===== src/rtl/synth_prog_pkg.sv =====
package synth_prog_pkg;

    typedef enum logic [1:0] {
        ST_IDLE   = 2'd0,
        ST_SHIFT  = 2'd1,
        ST_COMMIT = 2'd2
    } ld_state_e;

endpackage


===== src/rtl/spl_sync.sv =====
module spl_sync #(
    parameter int WIDTH  = 3,
    parameter int STAGES = 2
) (
    input  logic             clk,
    input  logic             rst_n,
    input  logic [WIDTH-1:0] d_in,
    output logic [WIDTH-1:0] d_out
);

    logic [WIDTH-1:0] stg [STAGES];

    genvar s;
    generate
        for (s = 0; s < STAGES; s++) begin : g_stage
            if (s == 0) begin : g_first
                always_ff @(posedge clk or negedge rst_n) begin
                    if (!rst_n) stg[s] <= '0;
                    else        stg[s] <= d_in;
                end
            end else begin : g_rest
                always_ff @(posedge clk or negedge rst_n) begin
                    if (!rst_n) stg[s] <= '0;
                    else        stg[s] <= stg[s-1];
                end
            end
        end
    endgenerate

    assign d_out = stg[STAGES-1];

endmodule


===== src/rtl/spl_shifter.sv =====
module spl_shifter #(
    parameter int FULL_LEN = 28,
    parameter int CNT_MAX  = 29,
    parameter int CNT_W    = 5
) (
    input  logic                clk,
    input  logic                rst_n,
    input  logic                clr,
    input  logic                accept,
    input  logic                sclk_s,
    input  logic                en_s,
    input  logic                data_s,
    output logic [FULL_LEN-1:0] shreg,
    output logic [CNT_W-1:0]    bit_cnt
);

    logic sclk_q;
    logic take_bit;

    assign take_bit = accept && en_s && sclk_s && !sclk_q;

    always_ff @(posedge clk or negedge rst_n) begin
        if (!rst_n) sclk_q <= 1'b0;
        else        sclk_q <= sclk_s;
    end

    always_ff @(posedge clk or negedge rst_n) begin
        if (!rst_n) begin
            shreg <= '0;
        end else if (take_bit) begin
            shreg <= {shreg[FULL_LEN-2:0], data_s};
        end
    end

    always_ff @(posedge clk or negedge rst_n) begin
        if (!rst_n) begin
            bit_cnt <= '0;
        end else if (clr) begin
            bit_cnt <= '0;
        end else if (take_bit && (bit_cnt != CNT_W'(CNT_MAX))) begin
            bit_cnt <= bit_cnt + 1'b1;
        end
    end

endmodule


===== src/rtl/spl_fsm.sv =====
module spl_fsm
    import synth_prog_pkg::*;
#(
    parameter int A_W   = 7,
    parameter int M_W   = 10,
    parameter int R_W   = 11,
    parameter int CNT_W = 5
) (
    input  logic                   clk,
    input  logic                   rst_n,
    input  logic                   en_s,
    input  logic [CNT_W-1:0]       bit_cnt,
    input  logic [A_W+M_W+R_W-1:0] shreg,
    output ld_state_e              state,
    output logic [A_W-1:0]         a_val,
    output logic [M_W-1:0]         m_val,
    output logic [R_W-1:0]         r_val
);

    localparam int SHORT_LEN = A_W + M_W;
    localparam int FULL_LEN  = SHORT_LEN + R_W;

    ld_state_e state_nx;
    logic      is_short;
    logic      is_full;

    assign is_short = (bit_cnt == CNT_W'(SHORT_LEN));
    assign is_full  = (bit_cnt == CNT_W'(FULL_LEN));

    always_ff @(posedge clk or negedge rst_n) begin
        if (!rst_n) state <= ST_IDLE;
        else        state <= state_nx;
    end

    always_comb begin
        state_nx = state;
        unique case (state)
            ST_IDLE:   if (en_s)  state_nx = ST_SHIFT;
            ST_SHIFT:  if (!en_s) state_nx = ST_COMMIT;
            ST_COMMIT: state_nx = ST_IDLE;
            default:   state_nx = ST_IDLE;
        endcase
    end

    always_ff @(posedge clk or negedge rst_n) begin
        if (!rst_n) begin
            a_val <= '0;
            m_val <= '0;
            r_val <= '0;
        end else if (state == ST_COMMIT) begin
            if (is_full) begin
                a_val <= shreg[FULL_LEN-1 -: A_W];
                m_val <= shreg[R_W +: M_W];
                r_val <= shreg[R_W-1:0];
            end else if (is_short) begin
                a_val <= shreg[SHORT_LEN-1 -: A_W];
                m_val <= shreg[M_W-1:0];
            end
        end
    end

endmodule


===== src/rtl/synth_prog_loader.sv =====
module synth_prog_loader
    import synth_prog_pkg::*;
#(
    parameter int A_W         = 7,
    parameter int M_W         = 10,
    parameter int R_W         = 11,
    parameter int SYNC_STAGES = 2
) (
    input  logic           clk,
    input  logic           rst_n,
    input  logic           ser_clk,
    input  logic           ser_data,
    input  logic           ser_en,
    output logic [A_W-1:0] a_val,
    output logic [M_W-1:0] m_val,
    output logic [R_W-1:0] r_val
);

    localparam int SHORT_LEN = A_W + M_W;
    localparam int FULL_LEN  = SHORT_LEN + R_W;
    localparam int CNT_MAX   = FULL_LEN + 1;
    localparam int CNT_W     = $clog2(CNT_MAX + 1);

    logic [2:0]          raw_in;
    logic [2:0]          sync_out;
    logic                sclk_s;
    logic                data_s;
    logic                en_s;
    ld_state_e           state;
    logic [CNT_W-1:0]    bit_cnt;
    logic [FULL_LEN-1:0] shreg;

    assign raw_in = {ser_en, ser_data, ser_clk};
    assign sclk_s = sync_out[0];
    assign data_s = sync_out[1];
    assign en_s   = sync_out[2];

    spl_sync #(
        .WIDTH  (3),
        .STAGES (SYNC_STAGES)
    ) sync_i (
        .clk   (clk),
        .rst_n (rst_n),
        .d_in  (raw_in),
        .d_out (sync_out)
    );

    spl_shifter #(
        .FULL_LEN (FULL_LEN),
        .CNT_MAX  (CNT_MAX),
        .CNT_W    (CNT_W)
    ) shift_i (
        .clk     (clk),
        .rst_n   (rst_n),
        .clr     (state == ST_IDLE),
        .accept  (state == ST_SHIFT),
        .sclk_s  (sclk_s),
        .en_s    (en_s),
        .data_s  (data_s),
        .shreg   (shreg),
        .bit_cnt (bit_cnt)
    );

    spl_fsm #(
        .A_W   (A_W),
        .M_W   (M_W),
        .R_W   (R_W),
        .CNT_W (CNT_W)
    ) fsm_i (
        .clk     (clk),
        .rst_n   (rst_n),
        .en_s    (en_s),
        .bit_cnt (bit_cnt),
        .shreg   (shreg),
        .state   (state),
        .a_val   (a_val),
        .m_val   (m_val),
        .r_val   (r_val)
    );

endmodule


===== config.mk =====
export PLATFORM = sky130hd
export DESIGN_NAME = synth_prog_loader
export DESIGN_NICKNAME = d
export VERILOG_FILES = /design/src/rtl/synth_prog_pkg.sv /design/src/rtl/spl_sync.sv /design/src/rtl/spl_shifter.sv /design/src/rtl/spl_fsm.sv /design/src/rtl/synth_prog_loader.sv
export SDC_FILE = /design/constraint.sdc
export NUM_CORES = 1
export LEC_CHECK = 0
export BUFFER_PORTS_ARGS = -buffer_cell sky130_fd_sc_hd__buf_4
export CELL_PAD_IN_SITES_DETAIL_PLACEMENT = 2
export CELL_PAD_IN_SITES_GLOBAL_PLACEMENT = 2
export CORE_MARGIN = 2
export CORE_UTILIZATION = 40
export CTS_BUF_LIST = sky130_fd_sc_hd__clkbuf_8
export DETAILED_ROUTE_END_ITERATION = 16
export MAX_ROUTING_LAYER = met4
export PLACE_DENSITY = 0.8
export SLEW_MARGIN = 20
export SYNTH_ARGS = -nofsm -noshare
export SYNTH_HDL_FRONTEND = slang
export SYNTH_SLANG_ARGS = --single-unit

===== constraint.sdc =====
create_clock -name clk -period 4.07 [get_ports clk]
set_input_delay 0.2035 -clock clk [delete_from_list [all_inputs] [get_ports clk]]
set_output_delay 0.2035 -clock clk [all_outputs]
set_load 0.01 [all_outputs]

==> results.cfg, run 1 <==
[drt]
drtIter0Drc = 61
viasPerCell = 4.89
wl_per_cell_um = 16.7
drt_pass1_iterations = 4
wirelength_um = 6680
drc_errors = 0
vias = 1961
drtAntennaViolNets = 0

[sta]
finalSetupViolCount = 0
rsz0062_at_grt = false
finalClockSkew_ns = 0.00799
whs_ns = -0.0170
max_freq_ghz = 0.483
period_share = 0.509
finalHoldViolations = 47
worst_pin_slew_ns = 0.875
fin_ws_ns = 2.00
slew_headroom = 0.416
maxSlewViolCount = 0
fin_setup_tns_ns = 0
finalCriticalPeriod_ns = 2.07

[yosys]
avgSynthCellArea_um2 = 10.8
ys_types = 31
syn_area_um2 = 2850
syn_inst = 263
synth-seq-cells = 70
yosys_warnings = 0
yosysSeqAreaShare = 0.616
synth_nets = 271

[setup_path]
timing.rr.start = shift_i.bit_cnt[1]
cp.depth = 7
critPathMaxStageDelay_ns = 0.43
rr_worst_depth = 7
cpLargestDelayFamily = compound AO/OA/AOI/OAI gates
setup.worst_path.end = fsm_i.m_val[6]
crit_chain = inv_1 > ha_1 > nor3b_1 > o2111ai_4 > buf_4 > nand2_1 > o21ai_1
critPathBufInv = 2
worstPathMaxFanout = 32
rr_endpoint = fsm_i.m_val[6]
startpoint = shift_i.bit_cnt[1]
crit_slowest_cell = o2111ai_4
cp-start-kind = flip-flop
crit_arrival_ns = 2.25
required_ns = 4.25
crit_path_end_kind = flip-flop
r2r_slack_ns = 2.00
critical_path_class = flip-flop to flip-flop

[power_and_ir_drop]
p_comb_frac = 0.035
pwr-share-clk = 0.435
p_sw_uw = 313
power_density_nw_per_um2 = 402
internal-power_mw = 1.06
swShare = 0.228
p_seq_frac = 0.530
ir_drop_mv = 0.209
leakage_nw = 1.86

[clock_tree]
cts_tree = yes
root_buffer = clkbuf_8
postCtsHoldBufs = 3
htreeDepth = 3
cts_buffers = 9
clock_path_buffers = 2
clkTransAtPathRegs_ns = 0.08
cts-resized-gates = 0
cts_sinks = 70
post_cts_buffers = 0
clk_latency_ns = 0.34

[global_routing]
grt_pass1_wl_um = 11200
grt_start_max_net_pins = 71
grt_pass1_vias = 2197
overflow = 0
track_usage = 0.198
grt_antenna_before_repair = 0

[floorplan]
die-area_um2 = 7800
core-area_um2 = 6830
rows = 30
die_h_um = 88.3
boundaryPins = 33
initial_core_util = 0.416
die_w_um = 88.3

[layout]
nets = 308
antenna_cells = 0
drive_above_1_share = 0.223
multi_input_area_um2 = 1020
fillers = 726
regArea_um2 = 1750
syn_to_final_growth_pct = 20.1

[placed_design]
numPortBuffers = 32
pre_cts_ws_ns = 1.66
dp_hpwl_um = 4280
gp_congestion = 0.749

[run_status]
status = complete, but fails checks
violations = hold timing

[hold_path]
hp-class = input pin to async pin

[flow_run]
drv_cap = 0
[power by group through the flow]
stage | Clock (mW) | Sequential [mW] | Combinational, mW
after CTS | 0.611 | 0.727 | 0.0503
after global placement | 0 | 0.740 | 0.0451
after floorplan | 0 | 0.734 | 0.0229
after detailed placement | 0 | 0.741 | 0.0466
final | 0.597 | 0.727 | 0.0486
after global routing | 0.645 | 0.730 | 0.0562
[registers in the layout, indices dropped and copies added (netlist names)]
name	flops
fsm_i.r_val	11
sync_i.stg	3
fsm_i.a_val	7
shift_i.sclk_q	1
fsm_i.state	2
sync_i.d_out	3
shift_i.bit_cnt	5
fsm_i.m_val	10
shift_i.shreg	28
[layout by cell type, fill, tap and decap left out, drive strengths merged, types with 2 or more instances in the layout]
master and count:
dlygate4sd3 3, inv 4, clkinvlp 2, ha 3, buf 35, nand2 106, mux2 11, o21ai 17
dfrtp 70, and4 2, nor3 2, clkbuf 12, nand3 3, mux2i 20
[cells in the mapped netlist]
master,number,area [µm²]
and3_4,1,11.3
nand2_4,1,11.3
clkbuf_2,1,5.00
nand4b_1,1,8.76
mux2i_1,20,200
nor3_1,2,10.0
nor2b_2,1,8.76
o21ai_0,14,70.1
buf_6,1,11.3
o21ai_1,3,15.0
nand3_1,3,15.0
buf_2,6,30.0
nor2_1,1,3.75
o311ai_0,1,8.76
mux2_2,11,124
and2_1,1,6.26
xor2_1,1,8.76
or2_2,1,6.26
o41ai_1,1,8.76
o2111ai_2,1,15.0
ha_1,3,37.5
and4_4,1,11.3
nor3b_1,1,7.51
and4b_1,1,10.0
a21oi_1,1,5.00
nand2_1,105,394
buf_4,3,22.5
and4_1,1,8.76
dfrtp_1,70,1750
inv_1,4,15.0
clkbuf_1,1,3.75
[metrics by stage]
stage | util | hold slack [ns] | area, µm² | instances | power, mW
floorplan | - | -0.0921 | 2850 | 263 | 0.756
global placement | 0.462 | 0.313 | 3160 | 382 | 0.785
detailed placement | 0.462 | 0.314 | 3160 | 382 | 0.788
CTS | 0.498 | 0.00384 | 3400 | 401 | 1.39
global route | 0.500 | 0.0311 | 3420 | 401 | 1.43
finish | 0.500 | -0.0170 | 3420 | 401 | 1.37
[kinds of logic after synthesis]
group,count (synthesis),share of synthesized area
XOR/XNOR,1,0.00308
buffers and inverters,16,0.0308
AO/OA/AOI/OAI,21,0.0431
multiplexers,31,0.114
AND/OR/NAND/NOR,121,0.180
adder cells (fa/ha/maj),3,0.0132
flip-flops,70,0.616
[how the worst min path moves through the flow]
stage | to | cells after the start
6_report | shift_i.bit_cnt[2] | 1
5_1_grt | shift_i.shreg[18] | 1
4_1_cts | fsm_i.m_val[3] | 1
3_5_place_dp | sync_i.stg[5] | 1
3_3_place_gp | sync_i.stg[3] | 1
2_1_floorplan | fsm_i.a_val[0] | 0
[per-layer routing]
metal | share of wire | vias to the layer above | wire, µm | GRT usage
li1 | - | 931 | - | -
met1 | 0.49 | 991 | 3280 | 0.262
met2 | 0.47 | 31 | 3110 | 0.300
met3 | 0.026 | 8 | 172 | 0.0336
met4 | 0.018 | 0 | 121 | 0.0868
met5 | 0 | - | 0 | -
[cell type report]
cell class / count / area share
Sequential cell: 70 / 0.513
Multi-Input combinational cell: 177 / 0.298
Timing Repair Buffer: 38 / 0.0857
Clock buffer: 12 / 0.0484
Tap cell: 96 / 0.0352
Clock inverter: 4 / 0.0158
Inverter: 4 / 0.00440
No activity file was read; power rests on OpenSTA's default activity.
==> inputs of run 2 (changes only) <==
--- a/config.mk
+++ b/config.mk
@@ -9,11 +9,11 @@
 export CELL_PAD_IN_SITES_DETAIL_PLACEMENT = 2
 export CELL_PAD_IN_SITES_GLOBAL_PLACEMENT = 2
 export CORE_MARGIN = 2
-export CORE_UTILIZATION = 40
+export CORE_UTILIZATION = 39
 export CTS_BUF_LIST = sky130_fd_sc_hd__clkbuf_8
 export DETAILED_ROUTE_END_ITERATION = 16
 export MAX_ROUTING_LAYER = met4
-export PLACE_DENSITY = 0.8
+export PLACE_DENSITY = 0.78
 export SLEW_MARGIN = 20
 export SYNTH_ARGS = -nofsm -noshare
 export SYNTH_HDL_FRONTEND = slang
==> constraint.sdc (replaced) <==
create_clock -name clk -period 2 [get_ports clk]
set_input_delay 0.1 -clock clk [delete_from_list [all_inputs] [get_ports clk]]
set_output_delay 0.1 -clock clk [all_outputs]
set_load 0.01 [all_outputs]
==> run 2 against run 1 <==
Global-route usage decreased by 0.060 points. Critical path type unchanged. Final cell count increased by 1.5%. Power increased by 87%. Routed wire length increased by 3.3%. Clock-buffer cell count decreased by 3. The flow now finishes without violations.
==> results.cfg, run 2 (synthesis results as in run 1) <==
[global_routing]
grt_antenna_before_repair = 0
grt_start_max_net_pins = 39
globalRoute.busiestLayer = met2
use_met3 = 0.0332
grtUsageMet1 = 0.237
grt_pass1_vias = 2199
track_usage = 0.197
overflow = 0
grt_pass1_wl_um = 11100
grt_use_met2 = 0.327

[sta]
maxSlewViolCount = 0
whs_ns = 0.256
rsz0062_at_grt = false
slew_headroom = 0.683
max_freq_ghz = 0.586
finalSetupViolCount = 0
finalHoldViolations = 0
period_share = 0.854
finalCriticalPeriod_ns = 1.71
finalClockSkew_ns = 0.00781
fin_ws_ns = 0.292
worst_pin_slew_ns = 0.475
fin_setup_tns_ns = 0

[clock_tree]
clock_path_buffers = 2
cts_sinks = 70
cts_buffers = 9
root_buffer = clkbuf_8
cts_tree = yes
clk_latency_ns = 0.35
htreeDepth = 3
cts-resized-gates = 0
clkTransAtPathRegs_ns = 0.07

[layout]
layout_common_cells = nand2_1 (105), dfrtp_1 (70), buf_4 (35)
drive_above_1_share = 0.227
antenna_cells = 0
regMostFlops = shift_i.shreg
fin_cells = 407
layout_commonest_cell = nand2_1
fillers = 762
final_util = 0.474
reg_top3 = shift_i.shreg x28, fsm_i.r_val x11, fsm_i.m_val x10
nets = 311
final_cell_area_um2 = 3400
syn_to_final_growth_pct = 19.7
largest_register_ffs = 28

[setup_path]
critPathMaxStageDelay_ns = 0.44
crit_slowest_cell = dfrtp_1
crit_arrival_ns = 1.94
crit_chain = inv_1 > ha_1 > and3_4 > and4_4 > mux2_2
timing.rr.start = shift_i.bit_cnt[0]
required_ns = 2.23
crit_path_end_kind = flip-flop
rr_worst_depth = 5
startpoint = shift_i.bit_cnt[0]
critical_path_class = flip-flop to flip-flop
worstPathMaxFanout = 11
cp-start-kind = flip-flop
r2r_slack_ns = 0.29
setup.worst_path.end = fsm_i.r_val[3]
rr_endpoint = fsm_i.r_val[3]

[flow_run]
drv_cap = 0

[placed_design]
dpl_cell_area_um2 = 3200
numPortBuffers = 32
pre_cts_ws_ns = 0.300
dp_hpwl_um = 4540
gp_congestion = 0.826
dpl.cell_count = 387

[floorplan]
rows = 31
initial_core_util = 0.397
die_h_um = 89.4
boundaryPins = 33
die-area_um2 = 8000
die_w_um = 89.4
core-area_um2 = 7180

[power_and_ir_drop]
ir_drop_mv = 0.389
leakage_nw = 1.87
power_density_nw_per_um2 = 755
power.total_mw = 2.57

[hold_path]
hp-class = input pin to async pin

[drt]
drc_errors = 0
drtIter0Drc = 110
drtAntennaViolNets = 0
viasPerCell = 5.00
wirelength_um = 6900
vias = 2034
drt_pass1_iterations = 4
wl_per_cell_um = 17.0

[run_status]
status = completed
-- run 2: changes by cell type in the layout (fill, tap and decap cells not counted), sizes merged --
cell         before  now
clkinvlp          2    1
buf              35   37
clkinv            1    6
bufinv            1    0
dlygate4sd3       3    4
clkbuf           12    9
-- run 2: cell type report --
class	instances	area, µm²	share of cell area
well taps	99	124	0.0364
multi-input cells	177	1010	0.295
clock buffers	9	124	0.0364
inverters	4	15.0	0.00441
flip-flops and latches	70	1750	0.515
repair buffers	41	343	0.101
clock inverters	7	41.3	0.0121
-- run 2: how the worst min path moves through the flow --
stage	endpoint	cells after the start	from	slack (ns)
global placement	fsm_i.m_val[7]	1	rst_n	0.08
floorplan	fsm_i.a_val[0]	0	rst_n	-0.20
CTS	fsm_i.m_val[7]	2	rst_n	0.25
detailed placement	fsm_i.m_val[7]	1	rst_n	0.08
finish	fsm_i.m_val[7]	2	rst_n	0.26
global route	fsm_i.m_val[7]	2	rst_n	0.28
-- run 2: metal layers --
layer | up-vias | wire [µm]
li1 | 938 | -
met5 | - | 0
met4 | 0 | 131
met1 | 1059 | 3050
met3 | 10 | 152
met2 | 27 | 3570
-- run 2: repair_timing --
action | CTS | global route
setup endpoints to repair | 0 | 0
setup buffers | 0 | 0
endpoints found under the hold margin | 35 | 0
hold buffers | 4 | 0
-- run 2: where the power goes --
| group | internal, mW | switching [mW] | total (mW) |
|---|---|---|---|
| clock network | 0.440 | 0.544 | 0.984 |
| registers | 1.44 | 0.0333 | 1.48 |
| logic | 0.0379 | 0.0695 | 0.107 |
-- run 2: worst max-delay path: cells and delay by family, from the launching register on --
kind	cells	cell delay [ns]
adders and majority gates	1	0.14
DFF	1	0.44
and+or+nand+nor	2	0.56
muxes	1	0.36
buffers and inverters	1	0.08
